File: config.mk
export PLATFORM = sky130hd
export DESIGN_NAME = cs_user_capture
export DESIGN_NICKNAME = d
export VERILOG_FILES = /design/src/rtl/csu_pkg.sv /design/src/rtl/csu_collect.sv /design/src/rtl/csu_irq.sv /design/src/rtl/csu_rdport.sv /design/src/rtl/cs_user_capture.sv
export SDC_FILE = /design/constraint.sdc
export NUM_CORES = 2
export LEC_CHECK = 0
export ABC_AREA = 1
export BUFFER_PORTS_ARGS = -buffer_cell sky130_fd_sc_hd__buf_2
export CORE_UTILIZATION = 25
export DETAILED_ROUTE_END_ITERATION = 8
export GPL_ROUTABILITY_DRIVEN = 0
export GPL_TIMING_DRIVEN = 1
export HOLD_SLACK_MARGIN = 0.05
export PLACE_DENSITY = 0.44
export SETUP_SLACK_MARGIN = 0.02
export SYNTH_ARGS = -nofsm -noshare
export SYNTH_HDL_FRONTEND = slang
export SYNTH_HIERARCHICAL = 1
export SYNTH_SLANG_ARGS = --single-unit
File: constraint.sdc
create_clock -name clk -period 3.9 [get_ports clk]
set_input_delay 0.39 -clock clk [delete_from_list [all_inputs] [get_ports clk]]
set_output_delay 0.39 -clock clk [all_outputs]
set_load 0.1 [all_outputs]
File: src/rtl/csu_pkg.sv
// Package for the channel-status/user-bit capture block.
// Holds the interrupt bit positions, the register offsets that software
// decodes, and the fixed channel count. Assumes two audio channels.
package csu_pkg;
    localparam int NUM_CH = 2;
    localparam int CH_W   = 1;
    localparam int IRQ_W  = 15;

    localparam int IB_READY   = 0;
    localparam int IB_LOCKED  = 1;
    localparam int IB_LOSS    = 2;
    localparam int IB_BLKEND  = 3;
    localparam int IB_PARERR  = 5;
    localparam int IB_OVERRUN = 6;
    localparam int IB_CSC0    = 8;
    localparam int IB_BLKST   = 11;
    localparam int IB_PREERR  = 13;

    localparam logic [IRQ_W-1:0] EXT_MASK =
        IRQ_W'((1 << IB_READY) | (1 << IB_LOCKED) | (1 << IB_LOSS) |
               (1 << IB_PARERR) | (1 << IB_OVERRUN) | (1 << IB_PREERR));

    localparam int OFS_STATUS = 'h00;
    localparam int OFS_MASK   = 'h04;
    localparam int OFS_IEN    = 'h08;
    localparam int OFS_IDIS   = 'h0C;
    localparam int OFS_PEND   = 'h10;
endpackage

File: src/rtl/csu_collect.sv
// Gathers one channel-status bit and one user bit per subframe into
// shadow arrays, then commits them to the readable copy when the
// channel-1 subframe of the last frame arrives. It produces block-end,
// block-start and per-channel status-change events.
// Assumes the start flag accompanies the channel-0 subframe of frame 0
// and that each frame presents channel 0 before channel 1.
module csu_collect
    import csu_pkg::*;
#(
    parameter int FRAMES = 192
) (
    input  logic                           clk,
    input  logic                           rst_n,
    input  logic                           bit_vld_i,
    input  logic [CH_W-1:0]                bit_ch_i,
    input  logic                           cs_bit_i,
    input  logic                           ud_bit_i,
    input  logic                           blk_start_i,
    output logic [NUM_CH-1:0][FRAMES-1:0]  cs_live_o,
    output logic [NUM_CH-1:0][FRAMES-1:0]  ud_live_o,
    output logic                           blk_end_o,
    output logic                           blk_st_o,
    output logic [NUM_CH-1:0]              csc_o
);
    localparam int FCW = $clog2(FRAMES);
    localparam logic [CH_W-1:0] LAST_CH = CH_W'(NUM_CH - 1);
    localparam logic [FCW-1:0]  LAST_FR = FCW'(FRAMES - 1);

    logic [NUM_CH-1:0][FRAMES-1:0] cs_sh_q, cs_sh_d, ud_sh_q, ud_sh_d;
    logic [NUM_CH-1:0][FRAMES-1:0] cs_live_q, ud_live_q;
    logic [FCW-1:0]                frame_q, idx;
    logic                          synced_q, restart, accept, last;

    // Decide whether this strobe is taken, where it lands, and whether it closes a block.
    always_comb begin
        restart = bit_vld_i && blk_start_i && (bit_ch_i == '0);
        accept  = bit_vld_i && (synced_q || restart);
        idx     = restart ? '0 : frame_q;
        cs_sh_d = cs_sh_q;
        ud_sh_d = ud_sh_q;
        if (accept) begin
            cs_sh_d[bit_ch_i][idx] = cs_bit_i;
            ud_sh_d[bit_ch_i][idx] = ud_bit_i;
        end
        last = accept && (bit_ch_i == LAST_CH) && (idx == LAST_FR);
    end

    // Per-channel compare of the finished status block against the committed one.
    always_comb begin
        for (int c = 0; c < NUM_CH; c++) begin
            csc_o[c] = last && (cs_sh_d[c] != cs_live_q[c]);
        end
    end

    // Shadow capture, frame counting and block commit.
    always_ff @(posedge clk) begin
        if (!rst_n) begin
            cs_sh_q   <= '0;
            ud_sh_q   <= '0;
            cs_live_q <= '0;
            ud_live_q <= '0;
            frame_q   <= '0;
            synced_q  <= 1'b0;
        end else begin
            cs_sh_q <= cs_sh_d;
            ud_sh_q <= ud_sh_d;
            if (restart) begin
                synced_q <= 1'b1;
            end
            if (accept) begin
                frame_q <= (bit_ch_i == LAST_CH) ?
                           ((idx == LAST_FR) ? '0 : idx + 1'b1) : idx;
            end
            if (last) begin
                cs_live_q <= cs_sh_d;
                ud_live_q <= ud_sh_d;
            end
        end
    end

    assign cs_live_o = cs_live_q;
    assign ud_live_o = ud_live_q;
    assign blk_end_o = last;
    assign blk_st_o  = restart;

    // the readable copy moves only on a block end
    assert_live_hold_R3: assert property (@(posedge clk) disable iff (!rst_n)
        !blk_end_o |=> ($stable(cs_live_q) && $stable(ud_live_q)));

    // after a block end the next strobe lands at frame 0
    assert_frame_wrap_R4: assert property (@(posedge clk) disable iff (!rst_n)
        blk_end_o |=> (frame_q == '0));

    // before the first start flag nothing is captured
    assert_idle_until_start_R7: assert property (@(posedge clk) disable iff (!rst_n)
        (!synced_q && !restart) |=> ((frame_q == '0) && $stable(cs_sh_q) && $stable(ud_sh_q)));

    // the frame counter never leaves the block
    assert_frame_range_R2: assert property (@(posedge clk) disable iff (!rst_n)
        frame_q <= LAST_FR);
endmodule

File: src/rtl/csu_irq.sv
// Latched event register with a set/clear mask. Events set status bits.
// Reading the status offset clears all bits, but an event in the same
// cycle survives. The mask is changed by write-one-to-set and
// write-one-to-clear offsets. Assumes a single register access per cycle.
module csu_irq
    import csu_pkg::*;
#(
    parameter int ADDR_W = 8
) (
    input  logic              clk,
    input  logic              rst_n,
    input  logic [IRQ_W-1:0]  evt_i,
    input  logic              wr_en_i,
    input  logic [ADDR_W-1:0] wr_addr_i,
    input  logic [IRQ_W-1:0]  wr_data_i,
    input  logic              rd_en_i,
    input  logic [ADDR_W-1:0] rd_addr_i,
    output logic [IRQ_W-1:0]  status_o,
    output logic [IRQ_W-1:0]  mask_o,
    output logic              irq_o
);
    logic [IRQ_W-1:0] status_q, mask_q;
    logic             rd_clr, wr_set, wr_clr;

    // Decode the accesses that touch this register set.
    always_comb begin
        rd_clr = rd_en_i && (rd_addr_i == ADDR_W'(OFS_STATUS));
        wr_set = wr_en_i && (wr_addr_i == ADDR_W'(OFS_IEN));
        wr_clr = wr_en_i && (wr_addr_i == ADDR_W'(OFS_IDIS));
    end

    // Latch events, clear on status read, update the mask.
    always_ff @(posedge clk) begin
        if (!rst_n) begin
            status_q <= '0;
            mask_q   <= '0;
        end else begin
            status_q <= (rd_clr ? '0 : status_q) | evt_i;
            if (wr_set) begin
                mask_q <= mask_q | wr_data_i;
            end else if (wr_clr) begin
                mask_q <= mask_q & ~wr_data_i;
            end
        end
    end

    assign status_o = status_q;
    assign mask_o   = mask_q;
    assign irq_o    = |(status_q & mask_q);

    // every event pulse is latched
    assert_evt_latch_R8: assert property (@(posedge clk) disable iff (!rst_n)
        (|evt_i) |=> ((status_q & $past(evt_i)) == $past(evt_i)));

    // a status read with no new event leaves status empty
    assert_rd_clear_R10: assert property (@(posedge clk) disable iff (!rst_n)
        (rd_clr && (evt_i == '0)) |=> (status_q == '0));

    // enable write sets the written mask bits
    assert_mask_set_R9: assert property (@(posedge clk) disable iff (!rst_n)
        wr_set |=> ((mask_q & $past(wr_data_i)) == $past(wr_data_i)));

    // disable write clears the written mask bits
    assert_mask_clr_R9: assert property (@(posedge clk) disable iff (!rst_n)
        wr_clr |=> ((mask_q & $past(wr_data_i)) == '0));
endmodule

File: src/rtl/csu_rdport.sv
// Offset-addressed read port with one cycle of latency. Serves the
// status (clear side effect handled in csu_irq), mask and pending views,
// and the committed status/user words. The channel stride and the user
// offset inside a stride are parameters. Unmapped offsets read zero.
// Assumes FRAMES is a multiple of WORD_W.
module csu_rdport
    import csu_pkg::*;
#(
    parameter int FRAMES    = 192,
    parameter int WORD_W    = 32,
    parameter int ADDR_W    = 8,
    parameter int CS_BASE   = 'h30,
    parameter int CH_STRIDE = 'h30,
    parameter int UD_REL    = 'h18
) (
    input  logic                          clk,
    input  logic                          rst_n,
    input  logic                          rd_en_i,
    input  logic [ADDR_W-1:0]             rd_addr_i,
    input  logic [IRQ_W-1:0]              status_i,
    input  logic [IRQ_W-1:0]              mask_i,
    input  logic [NUM_CH-1:0][FRAMES-1:0] cs_live_i,
    input  logic [NUM_CH-1:0][FRAMES-1:0] ud_live_i,
    output logic [WORD_W-1:0]             rd_data_o
);
    localparam int WORDS = FRAMES / WORD_W;
    localparam int BYTES = WORD_W / 8;

    logic [WORD_W-1:0] rd_val, rd_q;

    // Select the word addressed by the read offset.
    always_comb begin
        rd_val = '0;
        if (rd_addr_i == ADDR_W'(OFS_STATUS)) rd_val = WORD_W'(status_i);
        if (rd_addr_i == ADDR_W'(OFS_MASK))   rd_val = WORD_W'(mask_i);
        if (rd_addr_i == ADDR_W'(OFS_PEND))   rd_val = WORD_W'(status_i & mask_i);
        for (int c = 0; c < NUM_CH; c++) begin
            for (int w = 0; w < WORDS; w++) begin
                if (rd_addr_i == ADDR_W'(CS_BASE + c * CH_STRIDE + w * BYTES))
                    rd_val = cs_live_i[c][w*WORD_W +: WORD_W];
                if (rd_addr_i == ADDR_W'(CS_BASE + c * CH_STRIDE + UD_REL + w * BYTES))
                    rd_val = ud_live_i[c][w*WORD_W +: WORD_W];
            end
        end
    end

    // Register the read result on each read strobe.
    always_ff @(posedge clk) begin
        if (!rst_n) begin
            rd_q <= '0;
        end else if (rd_en_i) begin
            rd_q <= rd_val;
        end
    end

    assign rd_data_o = rd_q;

    // the output only moves on a read strobe
    assert_rd_hold_R11: assert property (@(posedge clk) disable iff (!rst_n)
        !rd_en_i |=> $stable(rd_q));
endmodule

File: src/rtl/cs_user_capture.sv
// Top of the channel-status/user-bit capture block. Ties the bit
// collector to the event register and the read port, and places the
// collector's events at their interrupt bit positions next to the
// decoder's external events. Assumes one register access per cycle.
module cs_user_capture
    import csu_pkg::*;
#(
    parameter int FRAMES    = 192,
    parameter int WORD_W    = 32,
    parameter int ADDR_W    = 8,
    parameter int CS_BASE   = 'h30,
    parameter int CH_STRIDE = 'h30,
    parameter int UD_REL    = 'h18
) (
    input  logic              clk,
    input  logic              rst_n,
    input  logic              bit_vld_i,
    input  logic              bit_ch_i,
    input  logic              cs_bit_i,
    input  logic              ud_bit_i,
    input  logic              blk_start_i,
    input  logic [14:0]       ext_evt_i,
    input  logic              wr_en_i,
    input  logic [ADDR_W-1:0] wr_addr_i,
    input  logic [14:0]       wr_data_i,
    input  logic              rd_en_i,
    input  logic [ADDR_W-1:0] rd_addr_i,
    output logic [WORD_W-1:0] rd_data_o,
    output logic              irq_o
);
    logic [NUM_CH-1:0][FRAMES-1:0] cs_live, ud_live;
    logic                          blk_end, blk_st;
    logic [NUM_CH-1:0]             csc;
    logic [IRQ_W-1:0]              evt, status, mask;

    csu_collect #(.FRAMES(FRAMES)) collect_i (
        .clk        (clk),
        .rst_n      (rst_n),
        .bit_vld_i  (bit_vld_i),
        .bit_ch_i   (bit_ch_i),
        .cs_bit_i   (cs_bit_i),
        .ud_bit_i   (ud_bit_i),
        .blk_start_i(blk_start_i),
        .cs_live_o  (cs_live),
        .ud_live_o  (ud_live),
        .blk_end_o  (blk_end),
        .blk_st_o   (blk_st),
        .csc_o      (csc)
    );

    // Place collector events at their fixed bit positions beside the external ones.
    always_comb begin
        evt            = ext_evt_i & EXT_MASK;
        evt[IB_BLKEND] = blk_end;
        evt[IB_BLKST]  = blk_st;
        for (int c = 0; c < NUM_CH; c++) begin
            evt[IB_CSC0 + c] = csc[c];
        end
    end

    csu_irq #(.ADDR_W(ADDR_W)) irq_i (
        .clk      (clk),
        .rst_n    (rst_n),
        .evt_i    (evt),
        .wr_en_i  (wr_en_i),
        .wr_addr_i(wr_addr_i),
        .wr_data_i(wr_data_i),
        .rd_en_i  (rd_en_i),
        .rd_addr_i(rd_addr_i),
        .status_o (status),
        .mask_o   (mask),
        .irq_o    (irq_o)
    );

    csu_rdport #(
        .FRAMES   (FRAMES),
        .WORD_W   (WORD_W),
        .ADDR_W   (ADDR_W),
        .CS_BASE  (CS_BASE),
        .CH_STRIDE(CH_STRIDE),
        .UD_REL   (UD_REL)
    ) rdport_i (
        .clk      (clk),
        .rst_n    (rst_n),
        .rd_en_i  (rd_en_i),
        .rd_addr_i(rd_addr_i),
        .status_i (status),
        .mask_i   (mask),
        .cs_live_i(cs_live),
        .ud_live_i(ud_live),
        .rd_data_o(rd_data_o)
    );

    // a block end is never taken without a subframe strobe
    assert_end_needs_strobe_R4: assert property (@(posedge clk) disable iff (!rst_n)
        blk_end |-> (bit_vld_i && bit_ch_i));
endmodule

# After elaboration in Yosys (flattened, before gate mapping)
# Index checks and enable logic that the tools add are counted.
# totals
register_bits,1607
inputBits,55
out_inout_bits,33
elab_cells,113
# classes
n_addsub,1
magnitude_cmp,4
eq_ne,31
n_mux,41
bitwise,7
n_reduce_logical,16
# op_table
op,count
$mux W32,25
$bwmux W384,2
$mux W384,2
$ne A192 B192 Y1,2
$demux W192 S1,1
$mux W192,1
$eq A8 B7 Y1 const B,16
$mux W15,5
$and A15 B15 Y15,3
$eq A8 B8 Y1 const B,5
$eq A8 B6 Y1 const B,4
$mux W8,3
$eq A8 B4 Y1 const B,2
$not A15 Y15,1
$or A15 B14 Y15,1
$or A15 B15 Y15,1
$reduce_or A15 Y1,1
$logic_and A1 B1 Y1,12
$lt A8 B9 Y1 const B,1
$add A8 B1 Y8 const B,1
$demux W1 S8,1
$eq A8 B3 Y1 const B,1
$eq A8 B5 Y1 const B,1
$ge A8 B1 Y1 const B,1
other kinds (7),7

# Logic depth before layout (Yosys ltp)
# logic_depth
word_depth,28
mapped_depth,25
mapped_depth_nobuf,23

# By module
# Netlist, hierarchy kept.
# modules_own_cells
module,instances,cells_per_inst,area_each_um2,seq_area_each_um2
csu_collect,1,10338,69711.9,30909.6
csu_rdport,1,1717,7742.4,640.6
csu_irq,1,185,1328.8,600.6
cs_user_capture,1,1,3.8,0.0

# Worst setup path before layout
# No wires, ideal clock.
# synth_path
kind,input-to-reg
start,input bit_ch_i
end,register irq_i.status_q[8] (netlist: irq_i/status_o[8])
setup_time_ps,132
arrival_time_ps,2666
required_ps,3768
setup_slack_ps,1102
path_stages,24
n_path_buf,3
path_cell_list,inv_2 -> nand3_4 -> buf_4 -> nand2_1 -> ha_1 -> inv_1 -> nor2_1 -> buf_2 -> buf_2 -> nand4_1 -> nand2_1 -> nand2_1 -> nand2_1 -> nand3_1 -> nor2_1 -> nand2_1 -> nor2_1 -> nand2_1 -> nor2_1 -> nand3_1 -> nand2_1 -> inv_1 -> inv_1 -> a21oi_1
# synth_between
elab_chain_len,14
elab_cells_between_ends,23
classes_between,4 x order compare; 2 x eq/ne; 7 x mux; 2 x bitwise; 8 x reduce/logical
# synth_rtl
item,line,text
from (decl),cs_user_capture.sv:18,"input logic bit_ch_i,"
$not A1 Y1,csu_collect.sv:36,restart = bit_vld_i && blk_start_i && (bit_ch_i == '0);
$logic_and A1 B1 Y1,csu_collect.sv:36,
$mux W8,csu_collect.sv:38,idx = restart ? '0 : frame_q;
$lt A8 B9 Y1 (implied by the code) or $ge A8 B1 Y1 (tied branches),csu_collect.sv:42,cs_sh_d[bit_ch_i][idx] = cs_bit_i;
$logic_and A1 B1 Y1 (implied by the code),csu_collect.sv:42,
$mux W1 (implied by the code),csu_collect.sv:42,
$demux W1 S8,--,
$mux W192 (implied by the code),csu_collect.sv:42,
$demux W192 S1,--,
$bwmux W384,csu_collect.sv:42,
$mux W384,csu_collect.sv:41,if (accept) begin
$ne A192 B192 Y1,csu_collect.sv:51,csc_o[c] = last && (cs_sh_d[c] != cs_live_q[c]);
$logic_and A1 B1 Y1 *,csu_collect.sv:51,
named net csc[0],cs_user_capture.sv:33,logic [NUM_CH-1:0] csc;
$or A15 B14 Y15 *,csu_irq.sv:38,status_q <= (rd_clr ? '0 : status_q) | evt_i;
to (signal assigned),csu_irq.sv:38,
to (decl),csu_irq.sv:22,"logic [IRQ_W-1:0] status_q, mask_q;"
# Mark *: on every way through the listed nets, which the timed path passes. The rest lies on a longest branch.
# A chain may end at the register's enable or synchronous reset.

# Worst setup path after layout
# layout_path
start,input blk_start_i
end,register irq_i.status_q[9] (netlist: irq_i/status_o[9])
# layout_between
elab_chain_len,14
elab_cells_between_ends,20
classes_between,2 x order compare; 2 x eq/ne; 7 x mux; 1 x bitwise; 8 x reduce/logical
# layout_rtl
item,line,text
from (decl),cs_user_capture.sv:21,"input logic blk_start_i,"
$logic_and A1 B1 Y1 * (2 in series),csu_collect.sv:36,
$mux W8,csu_collect.sv:38,
$lt A8 B9 Y1 (implied by the code) or $ge A8 B1 Y1 (tied branches),csu_collect.sv:42,
$logic_and A1 B1 Y1 (implied by the code),csu_collect.sv:42,
$mux W1 (implied by the code),csu_collect.sv:42,
$demux W1 S8,--,
$mux W192 (implied by the code),csu_collect.sv:42,
$demux W192 S1,--,
$bwmux W384,csu_collect.sv:42,
$mux W384,csu_collect.sv:41,
$ne A192 B192 Y1,csu_collect.sv:51,
$logic_and A1 B1 Y1 *,csu_collect.sv:51,
named net csc[1],cs_user_capture.sv:33,
$or A15 B14 Y15 *,csu_irq.sv:38,
# Marked as above.

==> metrics.txt <==
Die W around 560 um; max_cap viols 0; gr ovfl total 0; vias in the first global route 74000; TritonCTS Sinks 1606; Peak Freq 271 MHz; count of cell types in the netlist 46; fraction of layout cells with a size suffix above 1 roughly 14%; Core Area 313000 um^2; CP Capture Type flop; synthesized area a little under 80000 um^2; setup ws final 0.204 ns; wire length per cell 20.9 um; async set-reset flop share out of synthesis 0%; setup violators final 0; Cells after Synth about 12000; Worst Skew 0.0679 ns; top-count cell post-synth nand2_1; number of synthesized flops with an enable pin 0; WP data required 4.60 ns; Clock Root Buffer clkbuf_16; Initial Util 25.2%; largest cells by area after synthesis dfxtp_1 (41%), nand2_1 (17%), inv_1 (8.1%); Clk pin slew, worst setup/hold paths 0.06 ns; H-tree depth 4; WL final 367000 um; row count a little over 200; Tot GR Track Use 22.5%; Top Ports 88; status completed; Pwr per Cell Area 363 nW/um^2; Nets around 13000; crit path DAT 4.39 ns; unrepaired setup endpoints after global routing false; Post-DP Area 94600 um^2; crit-path max FO 12; Slew @ Worst Pin about 1.1 ns; Seq/Total Area, Yosys 40.8%; clock tree buffer depth 4; ratio of final minimum period to clock period 94.8%; die area 317000 um^2; share of the synthesized area in the top cell type 40.8%; max-slew violations 0; first-pass GRT wire length 527000 um; CTS tree built; DR pass1 iterations 8; DIE HEIGHT 563 um; initial DRC count 6993; Num CTS Buffers 199; Area Growth Syn to Fin 29.3%; Final ANT Viol Nets 0; Setup WS pre-CTS -0.482 ns; Clk Latency, worst-skew pair 0.89 ns; Crit Path Category input pin to flop; Mean Syn Cell Area 6.44 um^2; synth cell count leaders nand2_1 (3647), inv_1 (1707), dfxtp_1 (1606), nor2_1 (1599), nand3_1 (938); Yosys top cell by area dfxtp_1; Final Hold Violating Endpoints 0; dpl hpwl roughly 260000 um; crit path launch type input pin; minimum clock period 3.70 ns; Hold Path Class input pin to flop; total power between 30 and 40 mW; worst rel slew slack 28.3%; DR vias/cell roughly 4.7; IO Port Bufs 78; synthesized flop and latch total 1606; pin count of the biggest net entering global routing around 190; Post-synth top flop dfxtp_1; post-route cell area 102000 um^2; antenna violations before repair 12; final setup TNS 0 ns; routed via count 82000; peak supply drop 340 uV; Static Leak 47.1 nW; post-route DRC violation count 0; Synth warnings 6
## metrics by stage
stage                     util, %  hold slack, ns  cells
after CTS                    32.6          0.0866  17600
after global placement       30.2           0.453  17200
after global routing         32.6           0.141  17600
final                        32.6           0.136  17600
after detailed placement     30.2           0.454  17200
after floorplan                 -           0.438  12200
## what timing repair did
item | 4_1_cts | 5_1_grt
hold buffers | 55 | 0
pin swaps | 0 | 1
gates resized for setup | 1 | 21
hold endpoints to repair | 62 | 0
endpoints found under the setup margin | 2 | 2
setup buffers | 0 | 3
## kinds of logic (layout without fill, tap and decap cells)
kind of cell | Yosys count | after routing | share of synthesized area, %
adder cells (fa/ha/maj) | 1 | 1 | 0.0159
buffers and inverters | 2443 | 3640 | 12.0
AO/OA/AOI/OAI | 1526 | 1526 | 12.0
other | 1 | 6 | 0.00476
AND/OR/NAND/NOR | 6643 | 6643 | 34.9
XOR/XNOR | 7 | 7 | 0.0778
multiplexers | 14 | 14 | 0.178
flip-flops | 1606 | 1606 | 40.8
## state kept, by name, indices dropped and copies added, names as in the netlist, named ones only
signal and cells:
collect_i/cs_live_o 384, collect_i/cs_sh_q 384, collect_i/frame_q 8, collect_i/synced_q 1, collect_i/ud_live_o 384, collect_i/ud_sh_q 383, irq_i/status_o 15, rdport_i/rd_data_o 32
## cells in the final DEF (no fill, tap or decap), types with 6 or more instances in the layout
cell type,count
dfxtp_1,1605
inv_1,1703
nand3_2,9
mux2i_1,14
buf_2,76
nor2_4,51
clkinv_2,24
clkbuf_16,201
inv_2,14
clkbuf_1,41
nand2_2,12
nand2_1,3642
o22ai_1,13
nor2_2,16
and3_1,7
bufinv_16,14
o21ai_1,19
nand3b_1,78
a21oi_1,507
o211ai_1,681
nor3_1,6
nand4_1,312
buf_4,1257
nand3_1,937
nor2_1,1561
buf_12,170
dlygate4sd3_1,55
o21bai_1,24
clkbuf_8,61
o21ai_0,275
## power breakdown
part,internal [mW],leakage (nW),total (mW),switching (mW)
combinational,0.260,30.9,1.21,0.952
sequential,16.4,12.9,16.4,0.0140
clock,11.5,3.30,19.3,7.83
total,28.2,47.1,37.0,8.80
## worst paths after layout
check,startpoint,endpoint,slack [ns],depth (start not counted)
worst min register to register,rdport_i/rd_data_o[10],rdport_i/rd_data_o[10],0.46,2
worst max register to register,collect_i/frame_q[4],irq_i/status_o[8],0.27,24
worst min-delay path,rd_en_i,rdport_i/rd_data_o[3],0.14,5
worst max-delay path,blk_start_i,irq_i/status_o[9],0.20,25
## final cells by class
type                       instances  area (um^2)
multi-input combinational       8196        37500
timing repair buffer            1562        13800
clock inverter                    48          661
sequential                      1606        32200
inverter                        1727         6530
fill                           34100       211000
clock buffer                     303         6020
antenna                            1         2.50
tap                             4140         5180
## routing by layer
| layer | global-route usage [%] | routed length, um |
|---|---|---|
| met1 | 31.7 | 174000 |
| met2 | 36.0 | 163000 |
| met3 | 2.51 | 18700 |
| met4 | 6.77 | 11700 |
| met5 | 0 | 13 |
## critical path: stages
cell           delay, ns
dlygate4sd3_1       0.62
buf_2               0.18
nand3_4             0.17
buf_4               0.19
nand2_2             0.06
buf_4               0.12
nand2_2             0.08
nor2_4              0.26
buf_4               0.36
buf_4               0.18
nand3_1             0.09
nand2_1             0.10
nand2_1             0.07
nand2_1             0.06
nand2_1             0.09
nor2_1              0.34
nand2_1             0.09
nor2_1              0.13
nand2_1             0.10
nor2_1              0.11
nand3_1             0.07
nor2_1              0.18
nor2_2              0.12
inv_2               0.13
a21oi_1             0.08
Power figures use the tool's default switching activity.
